==> src/rtl/jtag_tap_pkg.sv <==
package jtag_tap_pkg;

  localparam int IR_W     = 4;
  localparam int TLR_ONES = 5;

  typedef enum logic [3:0] {
    ST_TLR, ST_RTI,
    ST_SEL_DR, ST_CAP_DR, ST_SH_DR, ST_EX1_DR, ST_PA_DR, ST_EX2_DR, ST_UPD_DR,
    ST_SEL_IR, ST_CAP_IR, ST_SH_IR, ST_EX1_IR, ST_PA_IR, ST_EX2_IR, ST_UPD_IR
  } tap_state_t;

  typedef enum logic [1:0] {DR_BYP, DR_IDC, DR_BSR, DR_DBG} dr_sel_t;
  typedef enum logic [1:0] {PM_FUNC, PM_LATCH, PM_HIZ} pin_mode_t;

  localparam logic [IR_W-1:0] OP_EXTEST  = 4'h0;
  localparam logic [IR_W-1:0] OP_PRELOAD = 4'h1;
  localparam logic [IR_W-1:0] OP_SAMPLE  = 4'h2;
  localparam logic [IR_W-1:0] OP_IDCODE  = 4'h3;
  localparam logic [IR_W-1:0] OP_CLAMP   = 4'h4;
  localparam logic [IR_W-1:0] OP_HIGHZ   = 4'h5;
  localparam logic [IR_W-1:0] OP_DEBUG   = 4'h7;
  localparam logic [IR_W-1:0] OP_BYPASS  = 4'hF;
  localparam logic [IR_W-1:0] IR_CAPTURE = 4'b0001;

endpackage

==> src/rtl/jtag_tap_fsm.sv <==
module jtag_tap_fsm
  import jtag_tap_pkg::*;
(
  input  logic       tck,
  input  logic       rst,
  input  logic       tms,
  output tap_state_t state
);

  localparam int CNT_W = $clog2(TLR_ONES + 1);

  tap_state_t       nxt;
  logic [CNT_W-1:0] ones_cnt;

  always_comb begin
    case (state)
      ST_TLR:    nxt = tms ? ST_TLR    : ST_RTI;
      ST_RTI:    nxt = tms ? ST_SEL_DR : ST_RTI;
      ST_SEL_DR: nxt = tms ? ST_SEL_IR : ST_CAP_DR;
      ST_CAP_DR: nxt = tms ? ST_EX1_DR : ST_SH_DR;
      ST_SH_DR:  nxt = tms ? ST_EX1_DR : ST_SH_DR;
      ST_EX1_DR: nxt = tms ? ST_UPD_DR : ST_PA_DR;
      ST_PA_DR:  nxt = tms ? ST_EX2_DR : ST_PA_DR;
      ST_EX2_DR: nxt = tms ? ST_UPD_DR : ST_SH_DR;
      ST_UPD_DR: nxt = tms ? ST_SEL_DR : ST_RTI;
      ST_SEL_IR: nxt = tms ? ST_TLR    : ST_CAP_IR;
      ST_CAP_IR: nxt = tms ? ST_EX1_IR : ST_SH_IR;
      ST_SH_IR:  nxt = tms ? ST_EX1_IR : ST_SH_IR;
      ST_EX1_IR: nxt = tms ? ST_UPD_IR : ST_PA_IR;
      ST_PA_IR:  nxt = tms ? ST_EX2_IR : ST_PA_IR;
      ST_EX2_IR: nxt = tms ? ST_UPD_IR : ST_SH_IR;
      ST_UPD_IR: nxt = tms ? ST_SEL_DR : ST_RTI;
      default:   nxt = ST_TLR;
    endcase
  end

  always_ff @(posedge tck or posedge rst) begin
    if (rst) begin
      state    <= ST_TLR;
      ones_cnt <= '0;
    end else begin
      state <= nxt;
      if (!tms)                                 ones_cnt <= '0;
      else if (ones_cnt != CNT_W'(TLR_ONES))    ones_cnt <= ones_cnt + 1'b1;
    end
  end

  assert_tlr_exit_R1: assert property (@(posedge tck) disable iff (rst)
    (state == ST_TLR && !tms) |=> state == ST_RTI);

  assert_five_ones_R2: assert property (@(posedge tck) disable iff (rst)
    (ones_cnt == CNT_W'(TLR_ONES)) |-> state == ST_TLR);

endmodule

==> src/rtl/jtag_tap_ir.sv <==
module jtag_tap_ir
  import jtag_tap_pkg::*;
(
  input  logic            tck,
  input  logic            rst,
  input  tap_state_t      state,
  input  logic            tdi,
  output logic [IR_W-1:0] ir,
  output logic            ir_tdo_bit,
  output dr_sel_t         dr_sel,
  output pin_mode_t       pin_mode,
  output logic            bsr_upd_en
);

  logic [IR_W-1:0] ir_sr;

  always_ff @(posedge tck or posedge rst) begin
    if (rst)                    ir_sr <= '0;
    else if (state == ST_CAP_IR) ir_sr <= IR_CAPTURE;
    else if (state == ST_SH_IR)  ir_sr <= {tdi, ir_sr[IR_W-1:1]};
  end

  always_ff @(negedge tck or posedge rst) begin
    if (rst)                     ir <= OP_IDCODE;
    else if (state == ST_TLR)    ir <= OP_IDCODE;
    else if (state == ST_UPD_IR) ir <= ir_sr;
  end

  assign ir_tdo_bit = ir_sr[0];

  always_comb begin
    dr_sel     = DR_BYP;
    pin_mode   = PM_FUNC;
    bsr_upd_en = 1'b0;
    case (ir)
      OP_EXTEST:  begin dr_sel = DR_BSR; pin_mode = PM_LATCH; bsr_upd_en = 1'b1; end
      OP_PRELOAD,
      OP_SAMPLE:  begin dr_sel = DR_BSR; bsr_upd_en = 1'b1; end
      OP_IDCODE:  dr_sel = DR_IDC;
      OP_CLAMP:   pin_mode = PM_LATCH;
      OP_HIGHZ:   pin_mode = PM_HIZ;
      OP_DEBUG:   dr_sel = DR_DBG;
      default:    ;
    endcase
  end

  assert_ir_capture_R3: assert property (@(posedge tck) disable iff (rst)
    (state == ST_CAP_IR) |=> ir_sr == IR_CAPTURE);

endmodule

==> src/rtl/jtag_tap_dr.sv <==
module jtag_tap_dr
  import jtag_tap_pkg::*;
#(
  parameter int          N_PINS     = 8,
  parameter int          DBG_W      = 8,
  parameter logic [31:0] IDCODE_VAL = 32'h1A5C_903F,
  localparam int         BSR_W      = 2 * N_PINS
) (
  input  logic             tck,
  input  logic             rst,
  input  tap_state_t       state,
  input  logic             tdi,
  input  dr_sel_t          dr_sel,
  input  logic             bsr_upd_en,
  input  logic [N_PINS-1:0] pin_in,
  input  logic [N_PINS-1:0] pin_func_oe,
  input  logic [DBG_W-1:0] dbg_tx_data,
  output logic             dr_tdo_bit,
  output logic [BSR_W-1:0] bsr_upd,
  output logic [DBG_W-1:0] dbg_rx_data,
  output logic             dbg_rx_valid
);

  logic             byp_q;
  logic [31:0]      idc_sr;
  logic [BSR_W-1:0] bsr_sr;
  logic [BSR_W-1:0] bsr_cap;
  logic [DBG_W-1:0] dbg_sr;

  for (genvar i = 0; i < N_PINS; i++) begin : g_cap
    assign bsr_cap[2*i]   = pin_in[i];
    assign bsr_cap[2*i+1] = pin_func_oe[i];
  end

  always_ff @(posedge tck or posedge rst) begin
    if (rst) begin
      byp_q  <= 1'b0;
      idc_sr <= '0;
      bsr_sr <= '0;
      dbg_sr <= '0;
    end else if (state == ST_CAP_DR) begin
      case (dr_sel)
        DR_IDC:  idc_sr <= IDCODE_VAL;
        DR_BSR:  bsr_sr <= bsr_cap;
        DR_DBG:  dbg_sr <= dbg_tx_data;
        default: byp_q  <= 1'b0;
      endcase
    end else if (state == ST_SH_DR) begin
      case (dr_sel)
        DR_IDC:  idc_sr <= {tdi, idc_sr[31:1]};
        DR_BSR:  bsr_sr <= {tdi, bsr_sr[BSR_W-1:1]};
        DR_DBG:  dbg_sr <= {tdi, dbg_sr[DBG_W-1:1]};
        default: byp_q  <= tdi;
      endcase
    end
  end

  always_comb begin
    case (dr_sel)
      DR_IDC:  dr_tdo_bit = idc_sr[0];
      DR_BSR:  dr_tdo_bit = bsr_sr[0];
      DR_DBG:  dr_tdo_bit = dbg_sr[0];
      default: dr_tdo_bit = byp_q;
    endcase
  end

  always_ff @(negedge tck or posedge rst) begin
    if (rst) begin
      bsr_upd      <= '0;
      dbg_rx_data  <= '0;
      dbg_rx_valid <= 1'b0;
    end else begin
      dbg_rx_valid <= 1'b0;
      if (state == ST_UPD_DR) begin
        if (bsr_upd_en) bsr_upd <= bsr_sr;
        if (dr_sel == DR_DBG) begin
          dbg_rx_data  <= dbg_sr;
          dbg_rx_valid <= 1'b1;
        end
      end
    end
  end

  assert_idcode_lsb_R4: assert property (@(posedge tck) disable iff (rst)
    (state == ST_CAP_DR && dr_sel == DR_IDC) |=> idc_sr[0] && idc_sr == IDCODE_VAL);

  assert_bypass_zero_R5: assert property (@(posedge tck) disable iff (rst)
    (state == ST_CAP_DR && dr_sel == DR_BYP) |=> !byp_q);

  assert_dbg_strobe_R10: assert property (@(posedge tck) disable iff (rst)
    dbg_rx_valid |-> state == ST_UPD_DR);

endmodule

==> src/rtl/jtag_tap.sv <==
module jtag_tap
  import jtag_tap_pkg::*;
#(
  parameter int          N_PINS     = 8,
  parameter int          DBG_W      = 8,
  parameter logic [31:0] IDCODE_VAL = 32'h1A5C_903F
) (
  input  logic              tck,
  input  logic              tms,
  input  logic              tdi,
  input  logic              trst,
  input  logic              fuse_prog,
  input  logic              tap_disable,
  output logic              tdo,
  output logic              tdo_oe,
  input  logic [N_PINS-1:0] pin_in,
  input  logic [N_PINS-1:0] pin_func_out,
  input  logic [N_PINS-1:0] pin_func_oe,
  output logic [N_PINS-1:0] pin_out,
  output logic [N_PINS-1:0] pin_oe,
  input  logic [DBG_W-1:0]  dbg_tx_data,
  output logic [DBG_W-1:0]  dbg_rx_data,
  output logic              dbg_rx_valid
);

  localparam int BSR_W = 2 * N_PINS;

  logic             rst_any;
  tap_state_t       state;
  logic [IR_W-1:0]  ir;
  logic             ir_tdo_bit;
  logic             dr_tdo_bit;
  dr_sel_t          dr_sel;
  pin_mode_t        pin_mode;
  logic             bsr_upd_en;
  logic [BSR_W-1:0] bsr_upd;

  assign rst_any = trst | ~fuse_prog | tap_disable;

  jtag_tap_fsm u_fsm (
    .tck   (tck),
    .rst   (rst_any),
    .tms   (tms),
    .state (state)
  );

  jtag_tap_ir u_ir (
    .tck        (tck),
    .rst        (rst_any),
    .state      (state),
    .tdi        (tdi),
    .ir         (ir),
    .ir_tdo_bit (ir_tdo_bit),
    .dr_sel     (dr_sel),
    .pin_mode   (pin_mode),
    .bsr_upd_en (bsr_upd_en)
  );

  jtag_tap_dr #(
    .N_PINS     (N_PINS),
    .DBG_W      (DBG_W),
    .IDCODE_VAL (IDCODE_VAL)
  ) u_dr (
    .tck          (tck),
    .rst          (rst_any),
    .state        (state),
    .tdi          (tdi),
    .dr_sel       (dr_sel),
    .bsr_upd_en   (bsr_upd_en),
    .pin_in       (pin_in),
    .pin_func_oe  (pin_func_oe),
    .dbg_tx_data  (dbg_tx_data),
    .dr_tdo_bit   (dr_tdo_bit),
    .bsr_upd      (bsr_upd),
    .dbg_rx_data  (dbg_rx_data),
    .dbg_rx_valid (dbg_rx_valid)
  );

  always_ff @(negedge tck or posedge rst_any) begin
    if (rst_any) begin
      tdo    <= 1'b0;
      tdo_oe <= 1'b0;
    end else begin
      tdo_oe <= (state == ST_SH_IR) || (state == ST_SH_DR);
      if (state == ST_SH_IR)      tdo <= ir_tdo_bit;
      else if (state == ST_SH_DR) tdo <= dr_tdo_bit;
    end
  end

  for (genvar i = 0; i < N_PINS; i++) begin : g_pin
    always_comb begin
      case (pin_mode)
        PM_LATCH: begin pin_out[i] = bsr_upd[2*i]; pin_oe[i] = bsr_upd[2*i+1]; end
        PM_HIZ:   begin pin_out[i] = 1'b0;         pin_oe[i] = 1'b0;           end
        default:  begin pin_out[i] = pin_func_out[i]; pin_oe[i] = pin_func_oe[i]; end
      endcase
    end
  end

  assert_tdo_in_shift_R11: assert property (@(posedge tck) disable iff (rst_any)
    tdo_oe |-> (state == ST_SH_IR || state == ST_SH_DR));

  assert_highz_release_R9: assert property (@(posedge tck) disable iff (rst_any)
    (ir == OP_HIGHZ) |-> pin_oe == '0);

  assert_gated_functional_R12: assert property (@(posedge tck) disable iff (trst)
    (!fuse_prog || tap_disable) |-> (!tdo_oe && pin_out == pin_func_out && pin_oe == pin_func_oe));

endmodule

==> config.mk <==
export PLATFORM = sky130hd
export DESIGN_NAME = jtag_tap
export DESIGN_NICKNAME = d
export VERILOG_FILES = /design/src/rtl/jtag_tap_pkg.sv /design/src/rtl/jtag_tap_fsm.sv /design/src/rtl/jtag_tap_ir.sv /design/src/rtl/jtag_tap_dr.sv /design/src/rtl/jtag_tap.sv
export SDC_FILE = /design/constraint.sdc
export NUM_CORES = 1
export LEC_CHECK = 0
export ABC_AREA = 1
export ABC_CLOCK_PERIOD_IN_PS = 13010
export BUFFER_PORTS_ARGS = -buffer_cell sky130_fd_sc_hd__buf_2
export CAP_MARGIN = 20
export CORE_MARGIN = 1
export CORE_UTILIZATION = 57
export CTS_CLUSTER_DIAMETER = 40
export DETAILED_ROUTE_END_ITERATION = 10
export PLACE_DENSITY = 0.88
export SYNTH_ARGS = -nofsm -noshare
export SYNTH_HDL_FRONTEND = slang
export SYNTH_SLANG_ARGS = --single-unit
export TNS_END_PERCENT = 5
==> constraint.sdc <==
create_clock -name tck -period 13.01 [get_ports tck]
set_input_delay 0 -clock tck [delete_from_list [all_inputs] [get_ports tck]]
set_output_delay 0 -clock tck [all_outputs]
set_load 0.05 [all_outputs]
* Word level (Yosys, flattened, before mapping)
Cells that the tools add are included.
Storage, ports and cells: latch bits 0, memories 0, RAM bits 0, flip-flop bits (word level) 96, memory bits (read-only) 0
Operators by class: $mul 0, order comparisons 0, div/mod/pow operators 0, reductions and logical operators 19, shift-type cells 0, add/subtract/negate cells 0, eq/ne operators 28, bitwise operators 3, multiplexer cells 57
Operators with widths (count):
- 2-to-1 mux 32 bit | 4
- 2-to-1 mux 16 bit | 4
- one-hot mux 4 bit (12 select lines) | 1
- == test 4 bit, second input constant | 8
- 2-to-1 mux 4 bit | 8
- 2-to-1 mux 8 bit | 4
- one-hot mux 1 bit (2 select lines) | 16
- == test 4 x 3 -> 1 bit, second input constant | 7
- == test 4 x 2 -> 1 bit, second input constant | 4
- 2-to-1 mux 1 bit | 12
- AND reduction 2 bit | 5
- OR reduction 3 bit | 3
- == test 4 x 1 -> 1 bit, second input constant | 2
- logical NOT 4 bit | 2
- nonzero test 2 bit | 4
- == test 2 bit, second input constant | 3
- 2-to-1 mux 2 bit | 3
- 2-to-1 mux 3 bit | 2
- one-hot mux 2 bit (3 select lines) | 1
- OR reduction 2 bit | 3
- == test 2 x 1 -> 1 bit, second input constant | 2
- != test 2 bit, second input constant | 2
- one-hot mux 2 bit (2 select lines) | 1
- one-hot mux 1 bit (3 select lines) | 1
- other kinds (4) | 5

* Longest topological paths before layout
depth in word-level cells 8, gate-level depth with buffers 9

* Hierarchy
From an unflattened synthesis, not the netlist that was laid out.
Unflattened totals: cells, all modules 677, area total of the unflattened synthesis 5108.6 sq um
By module, submodules not included:
- jtag_tap_dr | instances 1, cells each 481, area an instance 3822.4 sq um, sequential area each 2052.0 sq um
- jtag_tap | instances 1, cells each 78, area an instance 510.5 sq um, sequential area each 50.0 sq um
- jtag_tap_ir | instances 1, cells each 59, area an instance 437.9 sq um, sequential area each 202.7 sq um
- jtag_tap_fsm | instances 1, cells each 59, area an instance 337.8 sq um, sequential area each 100.1 sq um

==> metrics.cfg <==
[die]
die_h_um = 92.62
die-area_sq_um = 8578
die-width_um = 92.62
start_util = 0.5965
coreArea_sq_um = 7848
core.rowCount = 32
ios = 65

[setup_path]
crit_chain = nand3_1, ha_1, inv_1, nand2_1, o21ai_0, buf_2
crit_family = buffers and inverters
cp_slowest_cell = dfstp_2
endpoint_kind = primary output
critPathKind = flop to primary output
cp.arrival_ns = 9.29
slowest_delay_ns = 0.54
required_ns = 13.01
crit_buf_inv = 2
startpoint_type = flop
cp_max_fo = 16

[synthesis]
yosys_register_bits = 96
synthCells = 570
synth_top_area_frac = 0.3475
ys_top_cells_by_area = dfrtp_1, nand2_1, dfrtn_1
synth_ff_type = dfrtp_1
avgSynthCellArea_sq_um = 8.212
synth_top_cell_by_area = dfrtp_1
yosysMostFrequentCell = nand2_1
seq_area_frac_synth = 0.5138
ys_top_cells_by_count = nand2_1, dfrtp_1, inv_1
netlist_area_sq_um = 4681
ys_types = 28
async_flop_share = 1.000
synthesis.nets = 609
synth-edff-count = 0
yosys_warnings = 0

[cts]
cts_resized = 0
cts_num_sinks = 96
cts_tree = built
clkLatencyLatePin_ns = 0.40
numCtsBuffers = 9
cts.reportedPaths.clkPinSlew_ns = 0.09
clk_path_buf_depth = 2
cts-root-buf = clkbuf_8
cts.htree.levels = 3
cts_hold_buffers = 21
postCtsSetupBuffers = 0

[pwr]
p_sw_frac = 0.4058
clkPwrFrac = 0.178
comb_power_share = 0.361
power.leakage_nw = 2.862
power_density_nw_per_um2 = 189.1
p_int_mw = 0.5998
switchingPower_mw = 0.4096
vdd_drop_max_uv = 62.55
p_seq_frac = 0.460

[placed_design]
port_buffers = 64
place.gp.congestion = 0.8074
dp_hpwl_um = 6288

[global_route]
antenna_found_initial = 0
grt_pass1_vias = 3751
grt_pass1_wl_um = 16540
grt_overflow = 0
grt_usage = 0.2455
grt_max_degree = 65

[timing]
fin_setup_tns_ns = 0
worst_pin_slew_ns = 0.7149
rsz0062_at_grt = false
hold_viol = 0
maxSlewViolCount = 0
clock_skew_ns = 0.05625
final-setup-viol-count = 0
timing.slew.headroom = 0.5234

[finish]
antennaDiodeCount = 0
final_util = 0.6803
layout.nets = 684
syn2layout_area_growth_pct = 14.06
drive_above_1_share = 0.2108

[detailed_routing]
route.detailed.drc = 0
wl_per_cell_um = 13.05
antenna_left = 0
firstDrtPassIters = 6
initialDrtViolationCount = 241
vias = 3925
vias_per_cell = 5.219
drt_wl_total_um = 9816

[min_path]
min_path_type = primary input to flop

[outcome]
outcome = finished clean

[job]
cap_violations = 0

==> final cells by class <==
cell class	instances	area [sq um]
fillers	617	2509
inverters	57	215.2
repair buffers	87	545.5
clock buffers	10	127.6
well taps	102	127.6
clock inverters	8	51.30
multi-input cells	392	1867
flip-flops and latches	96	2405
==> sequential cells by signal (all words and copies together), names as in the netlist <==
name,cells
u_dr.idc_sr,32
u_dr.bsr_sr,16
u_dr.bsr_upd,16
u_dr.dbg_rx_data,8
u_dr.dbg_sr,8
u_fsm.state,4
u_ir.ir,4
u_ir.ir_sr,4
tdo,1
tdo_oe,1
u_dr.byp_q,1
u_dr.dbg_rx_valid,1
==> per-layer routing <==
layer,wire [um],vias to the layer above,GRT usage
met3,411,17,0.04269
met2,4883,94,0.4222
met4,186,0,0.08590
met5,0,-,0
met1,4335,1876,0.3132
li1,-,1938,-
==> tightest hold or removal path: cells and delay by family <==
family | cells | cell delay (ns)
AO/OA/AOI/OAI | 2 | 0.14
buffers and inverters | 2 | 0.15
AND/OR/NAND/NOR | 1 | 0.06
==> placed cells by master (no fill, tap or decap), drive strengths merged <==
master / n
o22ai: 7
dfrtn: 29
o21ai: 90
a21oi: 13
nor3b: 1
nor2: 42
nand4: 1
dlygate4sd3: 21
buf: 66
ha: 1
dfrtp: 65
nand2: 218
clkinv: 4
inv: 60
nand3: 15
clkinvlp: 1
a22oi: 1
dfstp: 2
clkbuf: 10
nor3: 3
==> power by group through the flow <==
stage | sequential, mW | clock (mW) | combinational (mW)
after detailed placement | 0.468 | 0.00144 | 0.360
after CTS | 0.463 | 0.183 | 0.367
after global routing | 0.476 | 0.196 | 0.415
after floorplan | 0.468 | 0.00144 | 0.310
after global placement | 0.464 | 0.00144 | 0.345
final | 0.465 | 0.180 | 0.365
==> metrics by stage <==
stage	total power [mW]	worst slack, ns	instance area (sq um)	instances	hold slack (ns)
2_1_floorplan	0.7792	1.548	4686	570	0.1165
3_3_place_gp	0.8098	4.238	4954	714	0.2398
3_5_place_dp	0.8296	4.169	4954	714	0.2713
4_1_cts	1.013	3.766	5339	752	0.005424
5_1_grt	1.087	3.506	5339	752	0.02839
6_report	1.009	3.721	5339	752	0.01423
==> cells by family (layout without fill, tap and decap cells) <==
| group | count (synthesis) | count (layout) | share of synthesized area |
|---|---|---|---|
| compound gates | 111 | 111 | 0.1500 |
| fa+ha+maj | 1 | 1 | 0.002673 |
| buf+inv | 82 | 162 | 0.08981 |
| flops | 96 | 96 | 0.5138 |
| simple gates | 280 | 280 | 0.2438 |
==> worst paths after layout <==
kind	start	endpoint	slack [ns]	cells after the start
max in group asynchronous	fuse_prog	u_dr.bsr_upd[4]	4.52	6
setup reg to reg	u_ir.ir[0]	u_dr.idc_sr[9]	4.64	5
hold / removal	pin_func_oe[3]	u_dr.bsr_sr[7]	0.01	5
setup / recovery	u_ir.ir[0]	pin_out[6]	3.72	6
hold reg to reg	u_dr.dbg_rx_data[2]	u_dr.dbg_rx_data[2]	0.42	2
min in group asynchronous	tap_disable	u_dr.byp_q	0.50	4
Power figures use the tool's default switching activity.
